**src/rtl/kwdt_pkg.sv**
```systemverilog
// Shared constants and types of the keyed watchdog.
// Assumes a 3-bit word address and 16-bit key words zero-extended on the bus.
package kwdt_pkg;
    localparam int ADDR_W = 3;
    localparam int PEND_W = 5;

    localparam logic [ADDR_W-1:0] A_CTRL  = 3'd0;
    localparam logic [ADDR_W-1:0] A_LOAD  = 3'd1;
    localparam logic [ADDR_W-1:0] A_TRIG  = 3'd2;
    localparam logic [ADDR_W-1:0] A_KEY   = 3'd3;
    localparam logic [ADDR_W-1:0] A_COUNT = 3'd4;
    localparam logic [ADDR_W-1:0] A_PEND  = 3'd5;

    // Busy-flag bit positions (software decodes these)
    localparam int PB_CTRL = 0;
    localparam int PB_LOAD = 2;
    localparam int PB_TRIG = 3;
    localparam int PB_KEY  = 4;

    // Staging slot order
    localparam int NSLOT  = 4;
    localparam int S_CTRL = 0;
    localparam int S_LOAD = 1;
    localparam int S_TRIG = 2;
    localparam int S_KEY  = 3;

    localparam logic [15:0] KEY_STOP_A  = 16'hAAAA;
    localparam logic [15:0] KEY_STOP_B  = 16'h5555;
    localparam logic [15:0] KEY_START_A = 16'hBBBB;
    localparam logic [15:0] KEY_START_B = 16'h4444;

    typedef enum logic [1:0] {
        KS_IDLE   = 2'd0,
        KS_STOP1  = 2'd1,
        KS_START1 = 2'd2
    } key_state_e;

    function automatic logic [ADDR_W-1:0] slot_addr(input int idx);
        case (idx)
            S_CTRL:  return A_CTRL;
            S_LOAD:  return A_LOAD;
            S_TRIG:  return A_TRIG;
            default: return A_KEY;
        endcase
    endfunction
endpackage

```
**src/rtl/kwdt_pend_slot.sv**
```systemverilog
// One staging slot: captures a register write, holds a busy flag for
// PEND_TICKS timer ticks, then pulses commit for one cycle on the last tick.
// Assumes tick_en is a single-cycle strobe; writes while busy are dropped.
module kwdt_pend_slot #(
    parameter int DATA_W     = 32,
    parameter int PEND_TICKS = 2
) (
    input  logic              clk,
    input  logic              rst_n,
    input  logic              tick_en,
    input  logic              wr,
    input  logic [DATA_W-1:0] wval,
    output logic              busy,
    output logic              commit,
    output logic [DATA_W-1:0] value
);
    localparam int TW = $clog2(PEND_TICKS + 1);
    localparam logic [TW-1:0] LAST = TW'(PEND_TICKS - 1);

    logic [TW-1:0] tcnt;

    // Last tick of the hand-over window
    assign commit = busy && tick_en && (tcnt == LAST);

    // Capture a write and count ticks until it is handed over
    always_ff @(posedge clk) begin
        if (!rst_n) begin
            busy  <= 1'b0;
            tcnt  <= '0;
            value <= '0;
        end else if (wr && !busy) begin
            busy  <= 1'b1;
            tcnt  <= '0;
            value <= wval;
        end else if (busy && tick_en) begin
            if (tcnt == LAST) busy <= 1'b0;
            else              tcnt <= tcnt + 1'b1;
        end
    end
endmodule

```
**src/rtl/kwdt_keyseq.sv**
```systemverilog
// Key sequence checker: arms on START_A then START_B, disarms on STOP_A
// then STOP_B. Any other word returns to idle; a first word always restarts.
// Assumes commit is a one-cycle strobe from the key staging slot.
module kwdt_keyseq #(
    parameter int DATA_W = 32
) (
    input  logic              clk,
    input  logic              rst_n,
    input  logic              commit,
    input  logic [DATA_W-1:0] val,
    output logic              armed
);
    import kwdt_pkg::*;

    localparam logic [DATA_W-1:0] K_SA = DATA_W'(KEY_STOP_A);
    localparam logic [DATA_W-1:0] K_SB = DATA_W'(KEY_STOP_B);
    localparam logic [DATA_W-1:0] K_GA = DATA_W'(KEY_START_A);
    localparam logic [DATA_W-1:0] K_GB = DATA_W'(KEY_START_B);

    key_state_e st;

    // Step the pair checker on each applied key word
    always_ff @(posedge clk) begin
        if (!rst_n) begin
            st    <= KS_IDLE;
            armed <= 1'b0;
        end else if (commit) begin
            if (st == KS_STOP1 && val == K_SB) begin
                armed <= 1'b0;
                st    <= KS_IDLE;
            end else if (st == KS_START1 && val == K_GB) begin
                armed <= 1'b1;
                st    <= KS_IDLE;
            end else if (val == K_SA) begin
                st <= KS_STOP1;
            end else if (val == K_GA) begin
                st <= KS_START1;
            end else begin
                st <= KS_IDLE;
            end
        end
    end
endmodule

```
**src/rtl/kwdt_core.sv**
```systemverilog
// Counting core: holds control, load and trigger registers, the prescaler
// and the up-counter; raises a one-cycle reset request on wrap while armed.
// Assumes commits arrive on tick edges; a trigger reload wins over a step.
module kwdt_core #(
    parameter int DATA_W    = 32,
    parameter int PSC_SEL_W = 3
) (
    input  logic              clk,
    input  logic              rst_n,
    input  logic              tick_en,
    input  logic              armed,
    input  logic              ctrl_commit,
    input  logic [DATA_W-1:0] ctrl_val,
    input  logic              load_commit,
    input  logic [DATA_W-1:0] load_val,
    input  logic              trig_commit,
    input  logic [DATA_W-1:0] trig_val,
    output logic [DATA_W-1:0] count,
    output logic [DATA_W-1:0] load_q,
    output logic [DATA_W-1:0] ctrl_q,
    output logic [DATA_W-1:0] trig_q,
    output logic              rst_req
);
    localparam int PSC_ON_BIT = PSC_SEL_W + 2;
    localparam int PSC_CW     = (1 << PSC_SEL_W) - 1;

    logic                 psc_on;
    logic [PSC_SEL_W-1:0] psc_sel;
    logic [PSC_CW-1:0]    psc_q;
    logic [PSC_CW-1:0]    psc_lim;
    logic                 psc_hit;
    logic                 trig_reload;
    logic                 step;
    logic                 wrap;

    assign psc_on      = ctrl_q[PSC_ON_BIT];
    assign psc_sel     = ctrl_q[PSC_ON_BIT-1:2];
    // Low psc_sel bits set: divide by 2**psc_sel
    assign psc_lim     = ~({PSC_CW{1'b1}} << psc_sel);
    assign psc_hit     = (psc_q == psc_lim);
    assign trig_reload = trig_commit && (trig_val != trig_q);
    assign step        = armed && tick_en && (!psc_on || psc_hit);
    assign wrap        = step && (count == {DATA_W{1'b1}});

    // Apply staged control, load and trigger values
    always_ff @(posedge clk) begin
        if (!rst_n) begin
            ctrl_q <= '0;
            load_q <= '0;
            trig_q <= '0;
        end else begin
            if (ctrl_commit) ctrl_q <= ctrl_val;
            if (load_commit) load_q <= load_val;
            if (trig_commit) trig_q <= trig_val;
        end
    end

    // Prescaler: counts ticks between counter steps
    always_ff @(posedge clk) begin
        if (!rst_n) begin
            psc_q <= '0;
        end else if (!armed || !psc_on || trig_reload) begin
            psc_q <= '0;
        end else if (tick_en) begin
            psc_q <= psc_hit ? '0 : psc_q + 1'b1;
        end
    end

    // Main counter with reload on trigger and on wrap
    always_ff @(posedge clk) begin
        if (!rst_n) begin
            count <= '0;
        end else if (trig_reload) begin
            count <= load_q;
        end else if (wrap) begin
            count <= load_q;
        end else if (step) begin
            count <= count + 1'b1;
        end
    end

    // Registered one-cycle expiry pulse
    always_ff @(posedge clk) begin
        if (!rst_n) rst_req <= 1'b0;
        else        rst_req <= wrap && !trig_reload;
    end
endmodule

```
**src/rtl/kwdt_top.sv**
```systemverilog
// Keyed watchdog top: register decode, four staging slots, key checker,
// counting core and combinational read mux.
// Assumes one access per cycle; writes to count/busy/unmapped are dropped.
module kwdt_top #(
    parameter int DATA_W     = 32,
    parameter int PEND_TICKS = 2,
    parameter int PSC_SEL_W  = 3
) (
    input  logic                       clk,
    input  logic                       rst_n,
    input  logic                       tick_en,
    input  logic [kwdt_pkg::ADDR_W-1:0] addr,
    input  logic [DATA_W-1:0]          wdata,
    input  logic                       we,
    input  logic                       re,
    output logic [DATA_W-1:0]          rdata,
    output logic                       rst_req
);
    import kwdt_pkg::*;

    logic [NSLOT-1:0]  slot_busy;
    logic [NSLOT-1:0]  slot_commit;
    logic [DATA_W-1:0] slot_val [NSLOT];
    logic [PEND_W-1:0] pend_w;
    logic              wd_en;
    logic              key_commit;
    logic [DATA_W-1:0] key_val;
    logic [DATA_W-1:0] cnt_w;
    logic [DATA_W-1:0] load_w;
    logic [DATA_W-1:0] ctrl_w;
    logic [DATA_W-1:0] trig_w;

    for (genvar i = 0; i < NSLOT; i++) begin : g_slot
        kwdt_pend_slot #(
            .DATA_W    (DATA_W),
            .PEND_TICKS(PEND_TICKS)
        ) u_slot (
            .clk    (clk),
            .rst_n  (rst_n),
            .tick_en(tick_en),
            .wr     (we && (addr == slot_addr(i))),
            .wval   (wdata),
            .busy   (slot_busy[i]),
            .commit (slot_commit[i]),
            .value  (slot_val[i])
        );
    end

    // Busy flags in their software-visible positions
    always_comb begin
        pend_w          = '0;
        pend_w[PB_CTRL] = slot_busy[S_CTRL];
        pend_w[PB_LOAD] = slot_busy[S_LOAD];
        pend_w[PB_TRIG] = slot_busy[S_TRIG];
        pend_w[PB_KEY]  = slot_busy[S_KEY];
    end

    assign key_commit = slot_commit[S_KEY];
    assign key_val    = slot_val[S_KEY];

    kwdt_keyseq #(.DATA_W(DATA_W)) u_keys (
        .clk   (clk),
        .rst_n (rst_n),
        .commit(key_commit),
        .val   (key_val),
        .armed (wd_en)
    );

    kwdt_core #(
        .DATA_W   (DATA_W),
        .PSC_SEL_W(PSC_SEL_W)
    ) u_core (
        .clk        (clk),
        .rst_n      (rst_n),
        .tick_en    (tick_en),
        .armed      (wd_en),
        .ctrl_commit(slot_commit[S_CTRL]),
        .ctrl_val   (slot_val[S_CTRL]),
        .load_commit(slot_commit[S_LOAD]),
        .load_val   (slot_val[S_LOAD]),
        .trig_commit(slot_commit[S_TRIG]),
        .trig_val   (slot_val[S_TRIG]),
        .count      (cnt_w),
        .load_q     (load_w),
        .ctrl_q     (ctrl_w),
        .trig_q     (trig_w),
        .rst_req    (rst_req)
    );

    // Read mux, zero when not reading
    always_comb begin
        rdata = '0;
        if (re) begin
            case (addr)
                A_CTRL:  rdata = ctrl_w;
                A_LOAD:  rdata = load_w;
                A_TRIG:  rdata = trig_w;
                A_COUNT: rdata = cnt_w;
                A_PEND:  rdata = DATA_W'(pend_w);
                default: rdata = '0;
            endcase
        end
    end
endmodule

```
**config.mk**
```make
export PLATFORM = sky130hd
export DESIGN_NAME = kwdt_top
export DESIGN_NICKNAME = d
export VERILOG_FILES = /design/src/rtl/kwdt_pkg.sv /design/src/rtl/kwdt_pend_slot.sv /design/src/rtl/kwdt_keyseq.sv /design/src/rtl/kwdt_core.sv /design/src/rtl/kwdt_top.sv
export SDC_FILE = /design/constraint.sdc
export NUM_CORES = 1
export LEC_CHECK = 0
export BUFFER_PORTS_ARGS = -buffer_cell sky130_fd_sc_hd__buf_2
export CAP_MARGIN = 20
export CORE_UTILIZATION = 50
export CTS_CLUSTER_DIAMETER = 30
export DETAILED_ROUTE_END_ITERATION = 10
export PLACE_DENSITY = 0.71
export SKIP_CTS_REPAIR_TIMING = 1
export SLEW_MARGIN = 20
export SYNTH_ARGS = -nofsm -noshare
export SYNTH_HDL_FRONTEND = slang
export SYNTH_HIERARCHICAL = 1
export SYNTH_SLANG_ARGS = --single-unit
```
**constraint.sdc**
```tcl
create_clock -name clk -period 8.2 [get_ports clk]
set_clock_uncertainty 0.15 [all_clocks]
set_input_delay 2.46 -clock clk [delete_from_list [all_inputs] [get_ports clk]]
set_output_delay 2.46 -clock clk [all_outputs]
set_load 0.1 [all_outputs]
```
==> metrics <==
initial antenna violation count=0; Placer Congestion=0.938; Final Cycle Share=between 90% and 100%; total power=3.86 mW; Peak Freq=~130 MHz; global-route wire length before repair=about 62 mm; worst setup path end=rdata[25]; Worst Setup SP=addr[0]; most common cell in the netlist=nand2_1; Mapped Area=between 10,000 and 15,000 um2; ANT cells=0; pwr/cell area=about 250 nW/um2; CTS tree=built; GR Overflow Total=0; DRC violations left=0; post-DR vias/cell=about 6.1; GR Util All Layers=between 20% and 30%; Max Slew Vio Count=0; Core Area=roughly 26,000 um2; outcome=completed; Synthesis Warnings=6; Die H=roughly 160 um; DP HPWL=26.3 mm; clk slew on worst S/H paths=approximately 0.050 ns; Post-synth EDFFs=0; Post-Route WL=~40 mm; R2R Setup Slk=around 4.6 ns; Max-Cap Viols=0; cell taking the most area after synthesis=dfxtp_1; Syn Nets=about 1,600; # H-tree levels=2; RR Endpoint=u_core/count[10]$_SDFFE_PN0P_; main flop type after synthesis=dfxtp_1; starting density of the core=50.8%; Setup-failing EPs final=0; mux share of post-synthesis cell area=10.1%; share of layout cells above drive strength 1=between 10% and 20%; CP arrival=about 4.8 ns; Num CTS Buffers=between 50 and 60; largest net degree at the start of global routing=94; Yosys reg bits=about 280; startpoint types=input pin; Worst IR Drop VDD=0.168 mV; Critical R2R Launch=g_slot[2].u_slot/tcnt[0]$_SDFFE_PP0P_; total negative slack=0 ns; Mean Syn Cell Area=roughly 8.6 um2; top cell type's share of synthesized area=between 40% and 50%; Slew @ Worst Pin=approximately 1.1 ns; clk root buf=clkbuf_16; Yosys cell types=73; Crit Path Max Fanout=29; xor-xnor portion of the synthesized cell area=between 2 and 3%; RSZ-0062 raised after global routing=no; Rows=59; IO Count=73; Final ANT Viol Nets=0; Compound-Gate Fraction of Synth Area=14.3%; WS Path Type=input pin to output port; synth top area cells=dfxtp_1, mux2i_1, nand2_1; worst rel slew slack=between 20% and 30%; Die W=roughly 160 um; Layout Nets=roughly 1,600; Fin. Hold Viols=0; largest family of logic cells by synthesized area=simple AND/OR/NAND/NOR gates; register area share after synthesis=between 40% and 50%; Synth-to-Final Area Change=17.0%; Detailed Route Iter0 Violations=between 1,000 and 1,500; Worst EP required=about 5.6 ns; asr flop ratio synth=0%; DRT Pass-1 Iters=5; vias in the first global route=10,800; Skew-Pair Late Insertion Delay=approximately 0.55 ns; Longest Clk Path Bufs=3; cell count after synthesis=1,543; Avg WL per Cell=between 20 and 25 um; Vias=11,900; Die ar.=27,200 um2; top cells by count, synth=nand2_1, dfxtp_1, nor2_1; CTS sink count=279; leakage power=about 5.4 nW; R2R cell count=8; Post-Synth Adder-Cell Area=0.567%; I/O Buffers=72; Simple-Gate Fraction of Synth Area=24.6%; Crit. End Element=output port; Final min period=roughly 7.4 ns; Min-Delay Path Class=register to register
## kinds of logic (layout without fill, tap and decap cells)
logic type               count (synthesis)  count (layout)
multiplexers                           129             129
AO/OA/AOI/OAI                          249             249
buffers and inverters                  135             205
AND/OR/NAND/NOR                        702             702
flip-flops                             279             279
adder cells (fa/ha/maj)                  6               6
XOR/XNOR                                43              43
## where the power goes
group          leakage [nW]  internal (mW)  switching (mW)
clock network         0.909           1.54           0.734
registers              2.25           1.37          0.0112
logic                  2.25         0.0523           0.147
## final cells by class
type / count / area [um2]
clock buffers: 61 / 1410
clock inverters: 36 / 498
fillers: 2226 / 10600
inverters: 16 / 61.3
multi-input cells: 1129 / 6990
flip-flops and latches: 279 / 5590
well taps: 335 / 419
repair buffers: 92 / 546
## through the flow
stage | util [%] | instances | setup WS [ns] | area [um2] | hold WS (ns)
after floorplan | - | 1543 | 0.139 | 13200 | 0.285
after global placement | 52.1 | 1850 | 0.824 | 13600 | 0.290
after detailed placement | 52.1 | 1850 | 0.809 | 13600 | 0.295
after CTS | 59.4 | 1947 | 0.815 | 15500 | 0.301
after global routing | 59.5 | 1948 | 0.676 | 15500 | 0.316
final | 59.5 | 1948 | 0.765 | 15500 | 0.301
## worst min-delay path by stage
| stage | startpoint | to | cells after the start |
|---|---|---|---|
| after detailed placement | g_slot[0].u_slot/value[5]$_SDFFE_PN0P_ | g_slot[0].u_slot/value[5]$_SDFFE_PN0P_ | 2 |
| after floorplan | g_slot[0].u_slot/value[0]$_SDFFE_PN0P_ | g_slot[0].u_slot/value[0]$_SDFFE_PN0P_ | 2 |
| final | g_slot[1].u_slot/value[7]$_SDFFE_PN0P_ | g_slot[1].u_slot/value[7]$_SDFFE_PN0P_ | 2 |
| after CTS | g_slot[0].u_slot/value[5]$_SDFFE_PN0P_ | g_slot[0].u_slot/value[5]$_SDFFE_PN0P_ | 2 |
| after global placement | g_slot[1].u_slot/value[9]$_SDFFE_PN0P_ | g_slot[1].u_slot/value[9]$_SDFFE_PN0P_ | 2 |
| after global routing | g_slot[0].u_slot/value[5]$_SDFFE_PN0P_ | g_slot[0].u_slot/value[5]$_SDFFE_PN0P_ | 2 |
## cell usage in the layout (no fill, tap or decap), types with 5 or more instances in the layout
cell and instances:
nand2_1 317, dfxtp_1 279, nor2_1 149, mux2i_1 124, a21boi_1 120, buf_2 71, nand4_1 64, clkbuf_16 52
xnor2_1 39, a21oi_1 34, nand3_1 33, or2_1 28, nor3_1 27, a221oi_1 26, buf_4 19, inv_1 15
nor4_1 12, and3_1 11, bufinv_16 10, o21ai_0 10, clkinvlp_4 9, clkinv_2 8, a21boi_0 8, clkbuf_8 7
nor4_2 7, nand2b_1 6, ha_1 6, clkinv_4 5, nand4b_1 5, and2_1 5, o221ai_1 5
## metal layers
metal / vias up / routed length, um / track usage [%]
li1: 5449 / - / -
met2: 605 / 18900 / 47.2
met4: 0 / 1720 / 13.1
met5: - / 0 / 0
met3: 128 / 3300 / 5.27
met1: 5742 / 17000 / 39.9
## registers in the layout (all words and copies together) (netlist names)
signal and flops:
g_slot.u_slot/busy 4, g_slot.u_slot/tcnt 8, g_slot.u_slot/value 128, u_core/count 32
u_core/ctrl_q 32, u_core/load_q 32, u_core/psc_q 7, u_core/rst_req 1
u_core/trig_q 32, u_keys/armed 1, u_keys/st 2
## worst max-delay path: stages
cell	delay, ns
buf_2	0.42
nor2b_2	0.62
buf_4	0.31
a21oi_1	0.10
a221oi_1	0.40
buf_2	0.50
(Power assumes the default switching activity.)
